--- config.mk ---
export PLATFORM = sky130hd
export DESIGN_NAME = temp_bcd_conv
export DESIGN_NICKNAME = d
export VERILOG_FILES = /design/src/rtl/temp_bcd_pkg.sv /design/src/rtl/temp_sign_mag.sv /design/src/rtl/temp_scale.sv /design/src/rtl/bcd_dabble_seq.sv /design/src/rtl/temp_bcd_conv.sv
export SDC_FILE = /design/constraint.sdc
export NUM_CORES = 1
export LEC_CHECK = 0
export BUFFER_PORTS_ARGS = -buffer_cell sky130_fd_sc_hd__clkbuf_2
export CORE_MARGIN = 4
export CORE_UTILIZATION = 43
export DETAILED_ROUTE_END_ITERATION = 10
export GPL_ROUTABILITY_DRIVEN = 0
export PLACE_DENSITY = 0.73
export SLEW_MARGIN = 10
export SYNTH_ARGS = -nofsm -noshare
export SYNTH_HDL_FRONTEND = slang
export SYNTH_SLANG_ARGS = --single-unit
--- constraint.sdc ---
create_clock -name clk -period 4.7 [get_ports clk]
set_clock_uncertainty 0.15 [all_clocks]
set_input_delay 0.705 -clock clk [delete_from_list [all_inputs] [get_ports clk]]
set_output_delay 0.705 -clock clk [all_outputs]
set_load 0.01 [all_outputs]
--- src/rtl/temp_bcd_pkg.sv ---
package temp_bcd_pkg;

  typedef enum logic [1:0] {
    ST_IDLE = 2'd0,
    ST_CONV = 2'd1,
    ST_HOLD = 2'd2
  } conv_state_e;

  // Number of decimal digits needed to print a non-negative value.
  function automatic int dec_digits(input longint value);
    longint v;
    int     n;
    v = value;
    n = 1;
    while (v >= 10) begin
      v = v / 10;
      n = n + 1;
    end
    return n;
  endfunction

  // Correction step applied to one BCD digit before a left shift.
  function automatic logic [3:0] fix_digit(input logic [3:0] d);
    return (d >= 4'd5) ? d + 4'd3 : d;
  endfunction

endpackage

--- src/rtl/temp_sign_mag.sv ---
module temp_sign_mag #(
  parameter int RAW_W = 16,
  parameter int MAG_W = 11
) (
  input  logic [RAW_W-1:0] raw,
  output logic             neg,
  output logic [MAG_W-1:0] mag
);
  logic [MAG_W-1:0] low;

  assign low = raw[MAG_W-1:0];
  assign neg = |raw[RAW_W-1:MAG_W];
  assign mag = neg ? MAG_W'(~low + 1'b1) : low;

endmodule

--- src/rtl/temp_scale.sv ---
module temp_scale #(
  parameter int MAG_W  = 11,
  parameter int SCALE  = 625,
  parameter int PROD_W = 21
) (
  input  logic [MAG_W-1:0]  mag,
  output logic [PROD_W-1:0] prod
);
  localparam int SB = $clog2(SCALE + 1);

  logic [PROD_W-1:0] term [SB];

  for (genvar i = 0; i < SB; i++) begin : g_term
    if (((SCALE >> i) % 2) == 1) begin : g_on
      assign term[i] = PROD_W'(mag) << i;
    end else begin : g_off
      assign term[i] = '0;
    end
  end

  always_comb begin
    prod = '0;
    for (int i = 0; i < SB; i++) begin
      prod = prod + term[i];
    end
  end

endmodule

--- src/rtl/bcd_dabble_seq.sv ---
module bcd_dabble_seq
  import temp_bcd_pkg::*;
#(
  parameter int BIN_W = 21,
  parameter int NDIG  = 7,
  localparam int BCD_W = 4 * NDIG,
  localparam int CNT_W = $clog2(BIN_W + 1)
) (
  input  logic             clk,
  input  logic             rst_n,
  input  logic             start,
  input  logic [BIN_W-1:0] bin_in,
  output logic             busy,
  output logic             done,
  output logic [BCD_W-1:0] bcd
);
  logic [BIN_W-1:0] bin_sr;
  logic [BCD_W-1:0] bcd_sr;
  logic [BCD_W-1:0] adj;
  logic [CNT_W-1:0] cnt;

  for (genvar d = 0; d < NDIG; d++) begin : g_fix
    assign adj[4*d +: 4] = fix_digit(bcd_sr[4*d +: 4]);
  end

  assign busy = (cnt != '0);
  assign bcd  = bcd_sr;

  always_ff @(posedge clk or negedge rst_n) begin
    if (!rst_n) begin
      bin_sr <= '0;
      bcd_sr <= '0;
      cnt    <= '0;
      done   <= 1'b0;
    end else if (start) begin
      bin_sr <= bin_in;
      bcd_sr <= '0;
      cnt    <= CNT_W'(BIN_W);
      done   <= 1'b0;
    end else if (busy) begin
      bcd_sr <= {adj[BCD_W-2:0], bin_sr[BIN_W-1]};
      bin_sr <= bin_sr << 1;
      cnt    <= cnt - 1'b1;
      done   <= (cnt == CNT_W'(1));
    end else begin
      done   <= 1'b0;
    end
  end


  start_idle_chk: assert property (@(posedge clk) disable iff (!rst_n)
    start |-> !busy);


  done_after_busy_chk: assert property (@(posedge clk) disable iff (!rst_n)
    done |-> !busy && !start);

endmodule

--- src/rtl/temp_bcd_conv.sv ---
module temp_bcd_conv
  import temp_bcd_pkg::*;
#(
  parameter int RAW_W = 16,
  parameter int MAG_W = 11,
  parameter int SCALE = 625,
  localparam longint MAX_PROD = longint'((1 << MAG_W) - 1) * longint'(SCALE),
  localparam int PROD_W = $clog2(MAX_PROD + 1),
  localparam int NDIG   = dec_digits(MAX_PROD),
  localparam int BCD_W  = 4 * NDIG
) (
  input  logic             clk,
  input  logic             rst_n,
  input  logic             in_valid,
  output logic             in_ready,
  input  logic [RAW_W-1:0] in_raw,
  output logic             out_valid,
  input  logic             out_ready,
  output logic             out_sign,
  output logic [BCD_W-1:0] out_bcd
);
  conv_state_e       state;
  logic              neg;
  logic [MAG_W-1:0]  mag;
  logic [PROD_W-1:0] prod;
  logic              start;
  logic              dab_busy;
  logic              dab_done;
  logic              sign_q;

  temp_sign_mag #(.RAW_W(RAW_W), .MAG_W(MAG_W)) u_sign (
    .raw (in_raw),
    .neg (neg),
    .mag (mag)
  );

  temp_scale #(.MAG_W(MAG_W), .SCALE(SCALE), .PROD_W(PROD_W)) u_scale (
    .mag  (mag),
    .prod (prod)
  );

  bcd_dabble_seq #(.BIN_W(PROD_W), .NDIG(NDIG)) u_dab (
    .clk    (clk),
    .rst_n  (rst_n),
    .start  (start),
    .bin_in (prod),
    .busy   (dab_busy),
    .done   (dab_done),
    .bcd    (out_bcd)
  );

  assign in_ready  = (state == ST_IDLE);
  assign out_valid = (state == ST_HOLD);
  assign start     = in_ready && in_valid;
  assign out_sign  = sign_q;

  always_ff @(posedge clk or negedge rst_n) begin
    if (!rst_n) begin
      state  <= ST_IDLE;
      sign_q <= 1'b0;
    end else begin
      case (state)
        ST_IDLE: if (in_valid) begin
          sign_q <= neg && (|mag);
          state  <= ST_CONV;
        end
        ST_CONV: if (dab_done) state <= ST_HOLD;
        ST_HOLD: if (out_ready) state <= ST_IDLE;
        default: state <= ST_IDLE;
      endcase
    end
  end


  hold_stable_chk: assert property (@(posedge clk) disable iff (!rst_n)
    out_valid && !out_ready |=> out_valid && $stable(out_bcd) && $stable(out_sign));


  zero_positive_chk: assert property (@(posedge clk) disable iff (!rst_n)
    out_valid && out_sign |-> out_bcd != '0);


  busy_not_ready_chk: assert property (@(posedge clk) disable iff (!rst_n)
    dab_busy |-> !in_ready && !out_valid);

  for (genvar d = 0; d < NDIG; d++) begin : g_dchk

    digit_range_chk: assert property (@(posedge clk) disable iff (!rst_n)
      out_valid |-> out_bcd[4*d +: 4] <= 4'd9);
  end

endmodule

# After elaboration in Yosys (flattened, before gate mapping)
# Cells that the tools add are included.
dict set report word_totals {
  reg_bits 58
  in_bits 20
  out_inout_bits 31
  wordCells 62
}
dict set report op_classes {
  add_sub_neg 13
  magnitude_cmp 7
  eq_ne 6
  muxes 20
  bitwise_logic 1
  n_reduce_logical 9
}
# op count
set ops {}
lappend ops {{$mux 28} 2}
lappend ops {{$mux 21} 2}
lappend ops {{$ge 4x3->1 const B} 7}
lappend ops {{$add 4x2->4 const B} 6}
lappend ops {{$mux 4} 6}
lappend ops {{$add 18x20->21} 1}
lappend ops {{$add 17x17->18} 1}
lappend ops {{$add 16x16->17} 1}
lappend ops {{$add 11x15->16} 1}
lappend ops {{$add 11x1->11 const B} 1}
lappend ops {{$mux 11} 1}
lappend ops {{$not 11->11} 1}
lappend ops {{$reduce_or 11->1} 1}
lappend ops {{$mux 5} 2}
lappend ops {{$mux 2} 3}
lappend ops {{$pmux 2 s3} 1}
lappend ops {{$eq 5x1->1 const B} 1}
lappend ops {{$reduce_bool 5->1} 1}
lappend ops {{$reduce_or 5->1} 1}
lappend ops {{$sub 5x1->5 const B} 1}
lappend ops {{$ne 2x1->1 const B} 2}
lappend ops {{$add 3x2->3 const B} 1}
lappend ops {{$mux 3} 1}
lappend ops {{$reduce_and 3->1} 1}
lappend ops {{other kinds (8)} 10}

# Logic depth before layout (Yosys ltp)
dict set report logic_depth {
  ltp_word 8
  ltp_mapped 19
  mapped_depth_nobuf 19
}

# Modules after synthesis
# From an unflattened synthesis, not the netlist that was laid out.
dict set report unflattened {
  cells_unflattened 546
  hier_area_um2 4877.2
}
# mod n_inst cells_per_inst area_each_um2 seq_area_each_um2
set modules_own_cells {}
lappend modules_own_cells {bcd_dabble_seq 1 312 2935.3 1376.3}
lappend modules_own_cells {temp_scale 1 180 1508.9 0.0}
lappend modules_own_cells {temp_sign_mag 1 36 245.2 0.0}
lappend modules_own_cells {temp_bcd_conv 1 18 187.7 75.1}

# Worst setup path after synthesis
# No wires, ideal clock.
dict set report synth_timing {
  kind {input to register}
  from {input in_raw[11]}
  to {register u_dab.bin_sr[20]}
  arrival_time_ps 5134
  required_ps 4431
  setup_slack_ps -703
  path_stages 18
  n_path_buf 1
  cell_sequence {or4_4 or2_1 buf_6 o21ai_0 xor2_1 inv_1 fa_1 inv_1 fa_1 fa_1 inv_1 ha_1 o21ai_0 inv_1 a21oi_1 a31oi_1 a41o_1 o21a_1}
}
dict set report synth_via {
  elab_chain_cells 7
}
# element line
set synth_lines {}
lappend synth_lines {{start: declaration} temp_bcd_conv.sv:16} ;# input logic [RAW_W-1:0] in_raw,
lappend synth_lines {{$reduce_or 5->1 (*)} temp_sign_mag.sv:12} ;# assign neg = |raw[RAW_W-1:MAG_W];
lappend synth_lines {{$mux 11 (*)} temp_sign_mag.sv:13} ;# assign mag = neg ? MAG_W'(~low + 1'b1) : low;
lappend synth_lines {{$add 11x15->16} temp_scale.sv:24} ;# prod = prod + term[i];
lappend synth_lines {{$add 16x16->17} temp_scale.sv:24}
lappend synth_lines {{$add 17x17->18} temp_scale.sv:24}
lappend synth_lines {{$add 18x20->21 (*)} temp_scale.sv:24}
lappend synth_lines {{$mux 21 (*)} bcd_dabble_seq.sv:35} ;# end else if (start) begin
lappend synth_lines {{end signal: assignment} bcd_dabble_seq.sv:36} ;# bin_sr <= bin_in;
lappend synth_lines {{end signal: assignment} bcd_dabble_seq.sv:42} ;# bin_sr <= bin_sr << 1;
lappend synth_lines {{end: declaration} bcd_dabble_seq.sv:17} ;# logic [BIN_W-1:0] bin_sr;
# Mark *: on every way between the ends. The rest lies on a longest branch, timed or not.
# A chain may end at the register's enable or synchronous reset.

# Final worst setup path
dict set report layout_timing {
  from {input in_raw[11]}
  to {register u_dab.bin_sr[19]}
}
# Same word-level chain as after synthesis.

==> flow_summary.toml <==
[power_and_ir_drop]
leakagePower_nw = 2.95
p_total_mw = 3.98
powerDensity_nw_per_um2 = 642
ir_drop_mv = 0.264

[clocking]
clk_pin_slew_ns = 0.07
cts_max_level = 3
cts_tree = "yes"
clk_path_buf_depth = 2
cts_buffers = 9
clk_latency_ns = 0.34
hold_buffers = 0
root_buffer = "clkbuf_8"
clock-sinks = 58

[detailed_routing]
vias = 4371
drt-initial-drc-count = 295
antenna_left = 0
firstDrtPassIters = 5
wl_per_cell_um = 14.3
route.detailed.drc = 0
vias_per_cell = 5.34
routed_wl_um = 11700

[synthesis]
yosysMostFrequentCell = "nand2_1"
yosysTopAreaCellShare = 0.309
synth_area_leaders = "dfrtp_1 (31%), ha_1 (14%), fa_1 (7.7%), a21oi_1 (6.6%), nand2_1 (6.5%)"
avgSynthCellArea_um2 = 8.43
ys_types = 49
ys_top_cells_by_count = "nand2_1 (82), a21oi_1 (62), dfrtp_1 (58)"
synth_flop_cell = "dfrtp_1"
syn_nets = 649
ys_seq_elements = 58
synth_area_leader_cell = "dfrtp_1"
synth-edff-count = 0
syn_area_um2 = 4700
async_flop_share = 1.00
synth_cells = 558
ys_seq_area_frac = 0.309
synth_warnings = 0

[floorplanning]
io_pins = 51
num_rows = 37
die_x_um = 113
die_h_um = 113
core-area_um2 = 10500
die_area_um2 = 12700
start_util = 0.448

[critical_path]
worstPathRequired_ns = 4.74
r2r_setup_slack_ns = 2.25
start_kind = "input port"
cp_max_fo = 4
critPathCaptureType = "flip-flop"
r2r_cells = 7
crit_arrival_ns = 4.86
path_class = "in -> reg"

[finish]
num_antenna_cells = 0
multiInputGateArea_um2 = 3330
drive_above_1_share = 0.290
register_area_um2 = 1450
instances_no_fill = 819
final_nets = 770
postLayoutCellArea_um2 = 6200
area_growth_pct = 31.8
post-route-util = 0.590
fillerInstances = 867

[placement]
port_buffers = 50
placed_area_um2 = 5650
placed_cells = 790
dp_hpwl_um = 7910
pre_cts_slack_ns = -0.566

[hold_path]
whs_path_depth = 1
hp-class = "reg -> reg"

[grt]
grt.overflow.total = 0
antenna_found_initial = 0
grt_pass1_wl_um = 18000
grt_pass1_vias = 4074
grt_start_max_net_pins = 59
grt_usage = 0.168

[sta]
whs_ns = 0.323
setup_slack_ns = -0.118
slew_headroom = 0.341
worst_slew_pin_slew_ns = 0.989
rsz0062_at_grt = "true"
finalCriticalPeriod_ns = 4.82
tns_ns = -0.410
setup_viol = 7
max_clock_freq_mhz = 208
period_share = 1.03
finalMaxSlewViolations = 0
finalHoldViolCount = 0

[job]
maxCapViolCount = 0

[outcome]
status = "finished with violations"
violations = "setup timing"
==> layer usage <==
layer  GRT usage  share of wire
met5           0              0
met4      0.0481          0.016
met3      0.0340          0.041
met2       0.279           0.52
met1       0.222           0.43
==> flip-flops by register name, indices dropped and copies added (netlist names) <==
name and flops:
u_dab.bcd 28, u_dab.bin_sr 21, u_dab.cnt 5, state 2
out_sign 1, u_dab.done 1
==> where the power goes <==
group	internal, mW	leakage, nW	switching [mW]
registers	0.722	0.726	0.211
clock network	0.256	0.0877	0.206
logic	1.27	2.14	1.32
total	2.25	2.95	1.73
==> worst max-delay path, cell delays in order <==
cell and delay, ns:
clkbuf_2 0.08, or4_4 0.52, buf_4 0.15, nor2_4 0.09, or2_4 0.15, xor2_4 0.27, inv_2 0.07, fa_1 0.44
inv_1 0.09, fa_2 0.44, fa_1 0.53, inv_2 0.05, ha_4 0.28, a211oi_4 0.06, o21ai_2 0.14, nand4_1 0.18
a311oi_2 0.30, xnor2_1 0.18, a21oi_1 0.10
==> cells by family after synthesis <==
| logic type | after synthesis | synth area share |
|---|---|---|
| adders and majority gates | 71 | 0.218 |
| xor gates and xnor gates | 38 | 0.0724 |
| DFF | 58 | 0.309 |
| AOI/OAI and AO/OA | 130 | 0.158 |
| buffers and inverters | 73 | 0.0601 |
| muxes | 3 | 0.00665 |
| and+or+nand+nor | 185 | 0.177 |
==> cell type report <==
cell class              count  share of cell area
clock buffers              11              0.0228
clock inverters             4             0.00848
inverters                  54              0.0327
multi-input cells         427               0.538
flip-flops and latches     58               0.234
well taps                 136              0.0275
repair buffers            129               0.137
==> cell usage in the layout (no fill, tap or decap), types with 9 or more instances in the layout <==
| cell | count |
|---|---|
| ha_1 | 44 |
| a21oi_1 | 55 |
| fa_1 | 16 |
| nor3_1 | 11 |
| o21ai_0 | 28 |
| xor2_1 | 10 |
| nand2_1 | 81 |
| nand3_1 | 9 |
| dfrtp_1 | 58 |
| nor2_1 | 45 |
| clkbuf_8 | 10 |
| inv_1 | 46 |
| clkbuf_2 | 50 |
| xnor2_1 | 21 |
| nand2b_1 | 11 |
| a31oi_1 | 14 |
| buf_4 | 78 |
==> what timing repair did <==
item | in CTS | in global routing
resized for setup | 8 | 36
setup buffers | 5 | 9
endpoints found under the setup margin | 6 | 9
pin swaps | 7 | 21
==> path summary, 6_finish.rpt <==
| path | from | to |
|---|---|---|
| max in group asynchronous | rst_n | u_dab.bin_sr[4] |
| hold reg to reg | u_dab.done | state[0] |
| setup / recovery | in_raw[11] | u_dab.bin_sr[19] |
| hold / removal | u_dab.done | state[0] |
| setup reg to reg | u_dab.cnt[0] | u_dab.bin_sr[19] |
| min in group asynchronous | rst_n | u_dab.bcd[19] |
Power figures use the tool's default switching activity.
